--- src/rtl/rtt_pkg.sv ---
package rtt_pkg;
  typedef enum logic [2:0] {
    ST_STEP, ST_REDUCE, ST_WAIT, ST_LIVE, ST_REPORT, ST_PAUSE
  } rtt_state_e;

  typedef enum logic [1:0] {
    OUT_HIT   = 2'b00,
    OUT_EARLY = 2'b01,
    OUT_SLOW  = 2'b10
  } rtt_outcome_e;
endpackage

--- src/rtl/rtt_tick_gen.sv ---
module rtt_tick_gen #(
  parameter int PRESCALE = 64,
  parameter int DIVIDE   = 250
) (
  input  logic clk_i,
  input  logic rst_ni,
  input  logic clear_i,
  output logic tick_o
);
  localparam int PW = (PRESCALE > 1) ? $clog2(PRESCALE) : 1;
  localparam int DW = (DIVIDE > 1) ? $clog2(DIVIDE) : 1;

  logic pre_last;
  logic div_last;

  generate
    if (PRESCALE > 1) begin : g_pre
      logic [PW-1:0] pre_q;
      always_ff @(posedge clk_i or negedge rst_ni) begin
        if (!rst_ni)       pre_q <= '0;
        else if (clear_i)  pre_q <= '0;
        else if (pre_last) pre_q <= '0;
        else               pre_q <= pre_q + 1'b1;
      end
      assign pre_last = (pre_q == PW'(PRESCALE - 1));
    end else begin : g_pre_bypass
      assign pre_last = 1'b1;
    end

    if (DIVIDE > 1) begin : g_div
      logic [DW-1:0] div_q;
      always_ff @(posedge clk_i or negedge rst_ni) begin
        if (!rst_ni)      div_q <= '0;
        else if (clear_i) div_q <= '0;
        else if (pre_last) begin
          if (div_last) div_q <= '0;
          else          div_q <= div_q + 1'b1;
        end
      end
      assign div_last = (div_q == DW'(DIVIDE - 1));
    end else begin : g_div_bypass
      assign div_last = 1'b1;
    end

    if (PRESCALE * DIVIDE > 1) begin : g_chk
      // ticks are isolated pulses
      assert_tick_isolated_R1: assert property (@(posedge clk_i) disable iff (!rst_ni)
        tick_o |=> !tick_o);
    end
  endgenerate

  assign tick_o = pre_last && div_last && !clear_i;
endmodule

--- src/rtl/rtt_wait_gen.sv ---
module rtt_wait_gen #(
  parameter int          LW      = 16,
  parameter logic [15:0] SEED    = 16'hBEEF,
  parameter logic [15:0] TAPS    = 16'hB400,
  parameter int          MIN_MS  = 1000,
  parameter int          SPAN_MS = 4001,
  parameter int          MS_W    = 16
) (
  input  logic            clk_i,
  input  logic            rst_ni,
  input  logic            start_i,
  output logic            done_o,
  output logic [MS_W-1:0] wait_ms_o
);
  localparam int IW = $clog2(LW);

  logic [LW-1:0] lfsr_q, rem_q, rem_nxt, lfsr_nxt;
  logic [IW-1:0] idx_q;
  logic          busy_q;
  logic [31:0]   sub_w;

  always_comb begin
    lfsr_nxt = lfsr_q >> 1;
    if (lfsr_q[0]) lfsr_nxt = lfsr_nxt ^ TAPS[LW-1:0];
  end

  // restoring remainder: one shifted modulus per cycle, fixed LW cycles
  assign sub_w   = 32'(SPAN_MS) << idx_q;
  assign rem_nxt = ({{(32-LW){1'b0}}, rem_q} >= sub_w) ? rem_q - sub_w[LW-1:0] : rem_q;

  always_ff @(posedge clk_i or negedge rst_ni) begin
    if (!rst_ni) begin
      lfsr_q <= SEED[LW-1:0];
      rem_q  <= '0;
      idx_q  <= '0;
      busy_q <= 1'b0;
    end else if (start_i && !busy_q) begin
      lfsr_q <= lfsr_nxt;
      rem_q  <= lfsr_nxt;
      idx_q  <= IW'(LW - 1);
      busy_q <= 1'b1;
    end else if (busy_q) begin
      rem_q <= rem_nxt;
      if (idx_q == '0) busy_q <= 1'b0;
      else             idx_q  <= idx_q - 1'b1;
    end
  end

  assign done_o    = busy_q && (idx_q == '0);
  assign wait_ms_o = MS_W'(MIN_MS) + MS_W'(rem_nxt);

  // generator never locks up
  assert_lfsr_live_R2: assert property (@(posedge clk_i) disable iff (!rst_ni)
    lfsr_q != '0);
  // reduced wait lies in the legal window
  assert_wait_range_R3: assert property (@(posedge clk_i) disable iff (!rst_ni)
    done_o |-> (32'(wait_ms_o) >= 32'(MIN_MS)) && (32'(wait_ms_o) < 32'(MIN_MS + SPAN_MS)));
  assert_start_idle_R2: assert property (@(posedge clk_i) disable iff (!rst_ni)
    start_i |-> !busy_q);
endmodule

--- src/rtl/rtt_result_port.sv ---
module rtt_result_port #(
  parameter int MS_W = 16
) (
  input  logic            clk_i,
  input  logic            rst_ni,
  input  logic            load_i,
  input  logic [1:0]      code_i,
  input  logic [MS_W-1:0] ms_i,
  input  logic            ready_i,
  output logic            valid_o,
  output logic [1:0]      code_o,
  output logic [MS_W-1:0] ms_o
);
  always_ff @(posedge clk_i or negedge rst_ni) begin
    if (!rst_ni) begin
      valid_o <= 1'b0;
      code_o  <= '0;
      ms_o    <= '0;
    end else if (load_i) begin
      valid_o <= 1'b1;
      code_o  <= code_i;
      ms_o    <= ms_i;
    end else if (valid_o && ready_i) begin
      valid_o <= 1'b0;
    end
  end

  // pending result is held unchanged
  assert_hold_R8: assert property (@(posedge clk_i) disable iff (!rst_ni)
    valid_o && !ready_i |=> valid_o && $stable(code_o) && $stable(ms_o));
  assert_no_overwrite_R8: assert property (@(posedge clk_i) disable iff (!rst_ni)
    load_i |-> !valid_o);
endmodule

--- src/rtl/reaction_tester.sv ---
module reaction_tester #(
  parameter int PRESCALE   = 64,
  parameter int DIVIDE     = 250,
  parameter int MIN_MS     = 1000,
  parameter int SPAN_MS    = 4001,
  parameter int TIMEOUT_MS = 3000,
  parameter int PAUSE_MS   = 2000,
  parameter int MS_W       = 16
) (
  input  logic            clk_i,
  input  logic            rst_ni,
  input  logic            button_ni,
  output logic            led_o,
  output logic            res_valid_o,
  input  logic            res_ready_i,
  output logic [1:0]      res_code_o,
  output logic [MS_W-1:0] res_ms_o
);
  import rtt_pkg::*;

  localparam logic [MS_W-1:0] TO_LIM    = MS_W'(TIMEOUT_MS);
  localparam logic [MS_W-1:0] PAUSE_LIM = MS_W'(PAUSE_MS);

  rtt_state_e      st_q, st_d;
  logic [MS_W-1:0] ms_q, wait_q, wait_w, load_ms;
  logic            tick, phase_clr, gen_start, gen_done, load, accept;
  logic            btn_prev_q, press;
  logic [1:0]      load_code;

  rtt_tick_gen #(.PRESCALE(PRESCALE), .DIVIDE(DIVIDE)) u_tick (
    .clk_i(clk_i), .rst_ni(rst_ni), .clear_i(phase_clr), .tick_o(tick));

  rtt_wait_gen #(.LW(16), .SEED(16'hBEEF), .TAPS(16'hB400),
                 .MIN_MS(MIN_MS), .SPAN_MS(SPAN_MS), .MS_W(MS_W)) u_wait (
    .clk_i(clk_i), .rst_ni(rst_ni), .start_i(gen_start),
    .done_o(gen_done), .wait_ms_o(wait_w));

  rtt_result_port #(.MS_W(MS_W)) u_res (
    .clk_i(clk_i), .rst_ni(rst_ni), .load_i(load), .code_i(load_code),
    .ms_i(load_ms), .ready_i(res_ready_i), .valid_o(res_valid_o),
    .code_o(res_code_o), .ms_o(res_ms_o));

  assign press  = btn_prev_q && !button_ni;
  assign accept = res_valid_o && res_ready_i;

  always_comb begin
    st_d      = st_q;
    phase_clr = 1'b0;
    gen_start = 1'b0;
    load      = 1'b0;
    load_code = OUT_HIT;
    load_ms   = ms_q;
    unique case (st_q)
      ST_STEP: begin
        gen_start = 1'b1;
        st_d      = ST_REDUCE;
      end
      ST_REDUCE: if (gen_done) begin
        phase_clr = 1'b1;
        st_d      = ST_WAIT;
      end
      ST_WAIT: begin
        if (press) begin
          load      = 1'b1;
          load_code = OUT_EARLY;
          st_d      = ST_REPORT;
        end else if (ms_q == wait_q) begin
          phase_clr = 1'b1;
          st_d      = ST_LIVE;
        end
      end
      ST_LIVE: begin
        if (press) begin
          load = 1'b1;
          st_d = ST_REPORT;
        end else if (ms_q == TO_LIM) begin
          load      = 1'b1;
          load_code = OUT_SLOW;
          load_ms   = TO_LIM;
          st_d      = ST_REPORT;
        end
      end
      ST_REPORT: if (accept) begin
        phase_clr = 1'b1;
        st_d      = ST_PAUSE;
      end
      ST_PAUSE: if (ms_q == PAUSE_LIM) st_d = ST_STEP;
      default: st_d = ST_STEP;
    endcase
  end

  always_ff @(posedge clk_i or negedge rst_ni) begin
    if (!rst_ni) begin
      st_q       <= ST_STEP;
      ms_q       <= '0;
      wait_q     <= '0;
      btn_prev_q <= 1'b1;
    end else begin
      st_q       <= st_d;
      btn_prev_q <= button_ni;
      if (phase_clr)                  ms_q <= '0;
      else if (tick && (ms_q != '1))  ms_q <= ms_q + 1'b1;
      if (gen_done)                   wait_q <= wait_w;
    end
  end

  assign led_o = (st_q == ST_LIVE);

  // LED dark while a result is pending
  assert_led_dark_R8: assert property (@(posedge clk_i) disable iff (!rst_ni)
    res_valid_o |-> !led_o);
  // live count never passes the timeout
  assert_live_bound_R6: assert property (@(posedge clk_i) disable iff (!rst_ni)
    (st_q == ST_LIVE) |-> ms_q <= TO_LIM);
  // wait count never passes the drawn length
  assert_wait_bound_R3: assert property (@(posedge clk_i) disable iff (!rst_ni)
    (st_q == ST_WAIT) |-> ms_q <= wait_q);
  // pause count never passes its limit
  assert_pause_bound_R9: assert property (@(posedge clk_i) disable iff (!rst_ni)
    (st_q == ST_PAUSE) |-> ms_q <= PAUSE_LIM);
  // a false start never lights the LED
  assert_early_dark_R4: assert property (@(posedge clk_i) disable iff (!rst_ni)
    (st_q == ST_WAIT) && press |=> !led_o && res_valid_o && (res_code_o == OUT_EARLY));
endmodule

--- config.mk ---
export PLATFORM = sky130hd
export DESIGN_NAME = reaction_tester
export DESIGN_NICKNAME = d
export VERILOG_FILES = /design/src/rtl/rtt_pkg.sv /design/src/rtl/rtt_tick_gen.sv /design/src/rtl/rtt_wait_gen.sv /design/src/rtl/rtt_result_port.sv /design/src/rtl/reaction_tester.sv
export SDC_FILE = /design/constraint.sdc
export NUM_CORES = 1
export LEC_CHECK = 0
export BUFFER_PORTS_ARGS = -buffer_cell sky130_fd_sc_hd__buf_4
export CORE_MARGIN = 2
export CORE_UTILIZATION = 60
export DETAILED_ROUTE_END_ITERATION = 7
export HOLD_SLACK_MARGIN = 0.05
export PLACE_DENSITY = 0.77
export SETUP_SLACK_MARGIN = 0.05
export SLEW_MARGIN = 20
export SYNTH_ARGS = -nofsm -noshare
export SYNTH_HDL_FRONTEND = slang
export SYNTH_HIERARCHICAL = 1
export SYNTH_SLANG_ARGS = --single-unit
--- constraint.sdc ---
create_clock -name clk_i -period 5.94 [get_ports clk_i]
set_clock_uncertainty 0.2 [all_clocks]
set_input_delay 0.297 -clock clk_i [delete_from_list [all_inputs] [get_ports clk_i]]
set_output_delay 0.297 -clock clk_i [all_outputs]
set_load 0.02 [all_outputs]
==> flow_metrics.py <==
metrics = {
    "outcome": {
        "status": "complete, no violations",
    },
    "clock_tree": {
        "cts_buffer_depth": 2,
        "htree_levels": 3,
        "cts_tree": "yes",
        "cts_made_buffers": 9,
        "cts_root_buf": "clkbuf_16",
        "clock_latency_ns": 0.36,
        "cts_sinks": 106,
        "cts_resized": 0,
        "hold_buffers": 3,
        "cts_setup_buffers": 0,
        "clk_pin_slew_ns": 0.07,
    },
    "critical_path": {
        "rr_startpoint": "u_wait/idx_q[0]$_DFFE_PN0P_",
        "crit_family": "compound AO/OA/AOI/OAI gates",
        "reg2regPathDepth": 16,
        "cp-end-kind": "flip-flop",
        "cp.arrival_ns": 4.56,
        "crit_type": "flip-flop to flip-flop",
        "reg2reg_slack_ns": 1.42,
        "crit_start": "u_wait/idx_q[0]$_DFFE_PN0P_",
        "crit_path_max_fanout": 6,
        "slowest_stage": "a2111oi_4",
        "path_buf_inv": 2,
        "crit_chain": "inv_1 -> ha_1 -> nand2_1 -> nor2_1 -> ha_1 -> inv_1 -> fa_1 -> a21o_1 -> a21oi_1 -> xnor2_1 -> a2111oi_4 -> o2111ai_1 -> o2111ai_2 -> and4bb_1 -> xor2_1 -> mux2_2",
        "cpPeakStageDelay_ns": 0.52,
        "r2r_end": "wait_q[15]$_DFFE_PN0P_",
        "cp-start-kind": "flip-flop",
        "required_ns": 5.98,
    },
    "grt": {
        "grt_pass1_vias": 5079,
        "grt_max_degree": 76,
        "gr-usage-all-layers": 0.257,
        "grt.overflow.total": 0,
        "grt_first_pass_wirelength_um": 25700,
        "antenna_found_initial": 0,
    },
    "floorplanning": {
        "die-height_um": 112,
        "die_w_um": 112,
        "rows": 39,
        "core_sq_um": 11400,
        "start_util": 0.611,
        "ios": 24,
        "die_area_sq_um": 12500,
    },
    "routing": {
        "firstDrtPassIters": 4,
        "initialDrtViolationCount": 415,
        "ant_nets": 0,
        "vias_per_cell": 6.14,
        "dr_total_vias": 5302,
        "routed_wl_um": 15200,
        "drc": 0,
        "avgRoutedWirePerCell_um": 17.6,
    },
    "finish": {
        "final_common_cell": "nand2_1",
        "antenna_cells": 0,
        "nNetsFinal": 750,
        "stdcell_area_sq_um": 7370,
        "layout_common_cells": "93 x nand2_1, 92 x dfrtp_1, 44 x nor2_1",
        "fill_cells": 916,
        "drive_gt1_frac": 0.190,
        "area_growth_pct": 6.00,
        "instances_no_fill": 864,
        "finalCoreUtilization": 0.648,
    },
    "logic_synthesis": {
        "synth_edf_count": 0,
        "yosysWarningCount": 6,
        "ys_types": 84,
        "syn_inst": 727,
        "synth-seq-area-share": 0.384,
        "avgSynthCellArea_sq_um": 9.56,
        "ys_seq_elements": 106,
        "yosys_most_used_dff": "dfrtp_1",
        "yosysTopAreaCellShare": 0.331,
        "synthArstFlopShare": 1.00,
        "syn-num-nets": 761,
        "yosys.area.top_type": "dfrtp_1",
        "synth_area_sq_um": 6950,
        "yosys-top-cells-area": "dfrtp_1 33%, xnor2_1 5.4%, dfstp_2 5.3%, ha_1 5.2%, mux2_2 5.2%",
    },
    "sta": {
        "post-route-worst-setup-slack_ns": 1.42,
        "layout_min_cycle_time_ns": 4.52,
        "tightest_slew_ns": 1.06,
        "setup_viol": 0,
        "setup_tns_ns": 0,
        "rsz0062_at_grt": "false",
        "timing_hold_violations_final": 0,
        "timing.hold.ws_ns": 0.215,
        "period_share": 0.762,
        "slew_violations": 0,
        "relSlewSlack": 0.291,
        "max_freq_ghz": 0.221,
    },
    "pwr": {
        "power_mw": 3.97,
        "leakage_nw": 3.10,
        "p_per_area_nw_per_um2": 540,
        "peakVddDrop_uv": 354,
    },
    "placement": {
        "dp.cells": 845,
        "dpl_cell_area_sq_um": 7030,
        "portBuffers": 23,
        "detailedPlace.worstSlack_ns": 1.45,
        "place_congestion": 0.942,
        "dpl.hpwl_um": 11300,
    },
    "hold_path": {
        "hold_path_class": "primary input to asynchronous set/reset pin",
    },
    "flow_run": {
        "drv_cap": 0,
    },
}
## cells in the mapped netlist, drive strengths merged (3+ instances only)
cell type	instances
nor3b	5
a2111oi	5
ha	29
xnor2	43
a31o	3
and4bb	3
mux2i	8
o2111ai	4
or3	7
inv	21
mux2	41
nand2	94
o211ai	8
clkbuf	32
a21boi	3
and2	6
a21o	6
o21ai	43
o221a	3
o21a	4
dfstp	14
a211o	3
and4	4
a31oi	5
nor4	6
buf	20
and3	7
a211oi	11
dfrtp	92
nor3	13
o22ai	3
nor2	49
nand4	14
xor2	16
o31ai	4
a21oi	34
nor2b	8
nand3	20
nand2b	8
## power by group
part,total (mW),switching [mW],internal (mW)
logic,2.28,1.34,0.938
registers,1.09,0.213,0.876
clock network,0.608,0.258,0.350
## state kept, by name (all words and copies together) (netlist names)
signal	flops
btn_prev_q	1
ms_q	16
st_q	3
u_res/code_o	2
u_res/ms_o	16
u_res/valid_o	1
u_tick/g_div.div_q	8
u_tick/g_pre.pre_q	6
u_wait/busy_q	1
u_wait/idx_q	4
u_wait/lfsr_q	16
u_wait/rem_q	16
wait_q	16
## worst max-delay path by stage
stage	end	depth (start not counted)
after floorplan	wait_q[15]$_DFFE_PN0P_	16
after global placement	wait_q[15]$_DFFE_PN0P_	15
after detailed placement	wait_q[15]$_DFFE_PN0P_	16
after CTS	wait_q[15]$_DFFE_PN0P_	16
after global routing	wait_q[15]$_DFFE_PN0P_	16
final	wait_q[15]$_DFFE_PN0P_	16
## routing by layer
metal,vias to the layer above,routed length (um),GRT usage
li1,2555,-,-
met4,0,336,0.0798
met2,112,7080,0.398
met5,-,0,0
met3,29,668,0.0528
met1,2606,7100,0.367
## final cells by class
type	instances	area, sq um	share of cell area
Clock buffer	12	256	0.0348
Clock inverter	4	51.3	0.00696
Inverter	22	82.6	0.0112
Multi-Input combinational cell	546	3890	0.528
Sequential cell	106	2670	0.362
Tap cell	143	179	0.0243
Timing Repair Buffer	31	240	0.0326
## cell families after synthesis
logic type | share of synthesized area
buf+inv | 0.0580
simple gates | 0.190
fa+ha+maj | 0.0551
xor+xnor | 0.0744
compound gates | 0.155
mux | 0.0828
flops | 0.384
## worst register-to-register path, stage by stage (launching register included)
cell	delay, ns
dfrtp_1	0.45
inv_1	0.18
ha_1	0.28
nand2_1	0.11
nor2_1	0.13
ha_1	0.18
inv_1	0.05
fa_1	0.41
a21o_1	0.23
a21oi_1	0.18
xnor2_1	0.19
a2111oi_4	0.52
o2111ai_1	0.30
o2111ai_2	0.32
and4bb_1	0.26
xor2_1	0.16
mux2_2	0.27
Power figures use the tool's default switching activity.
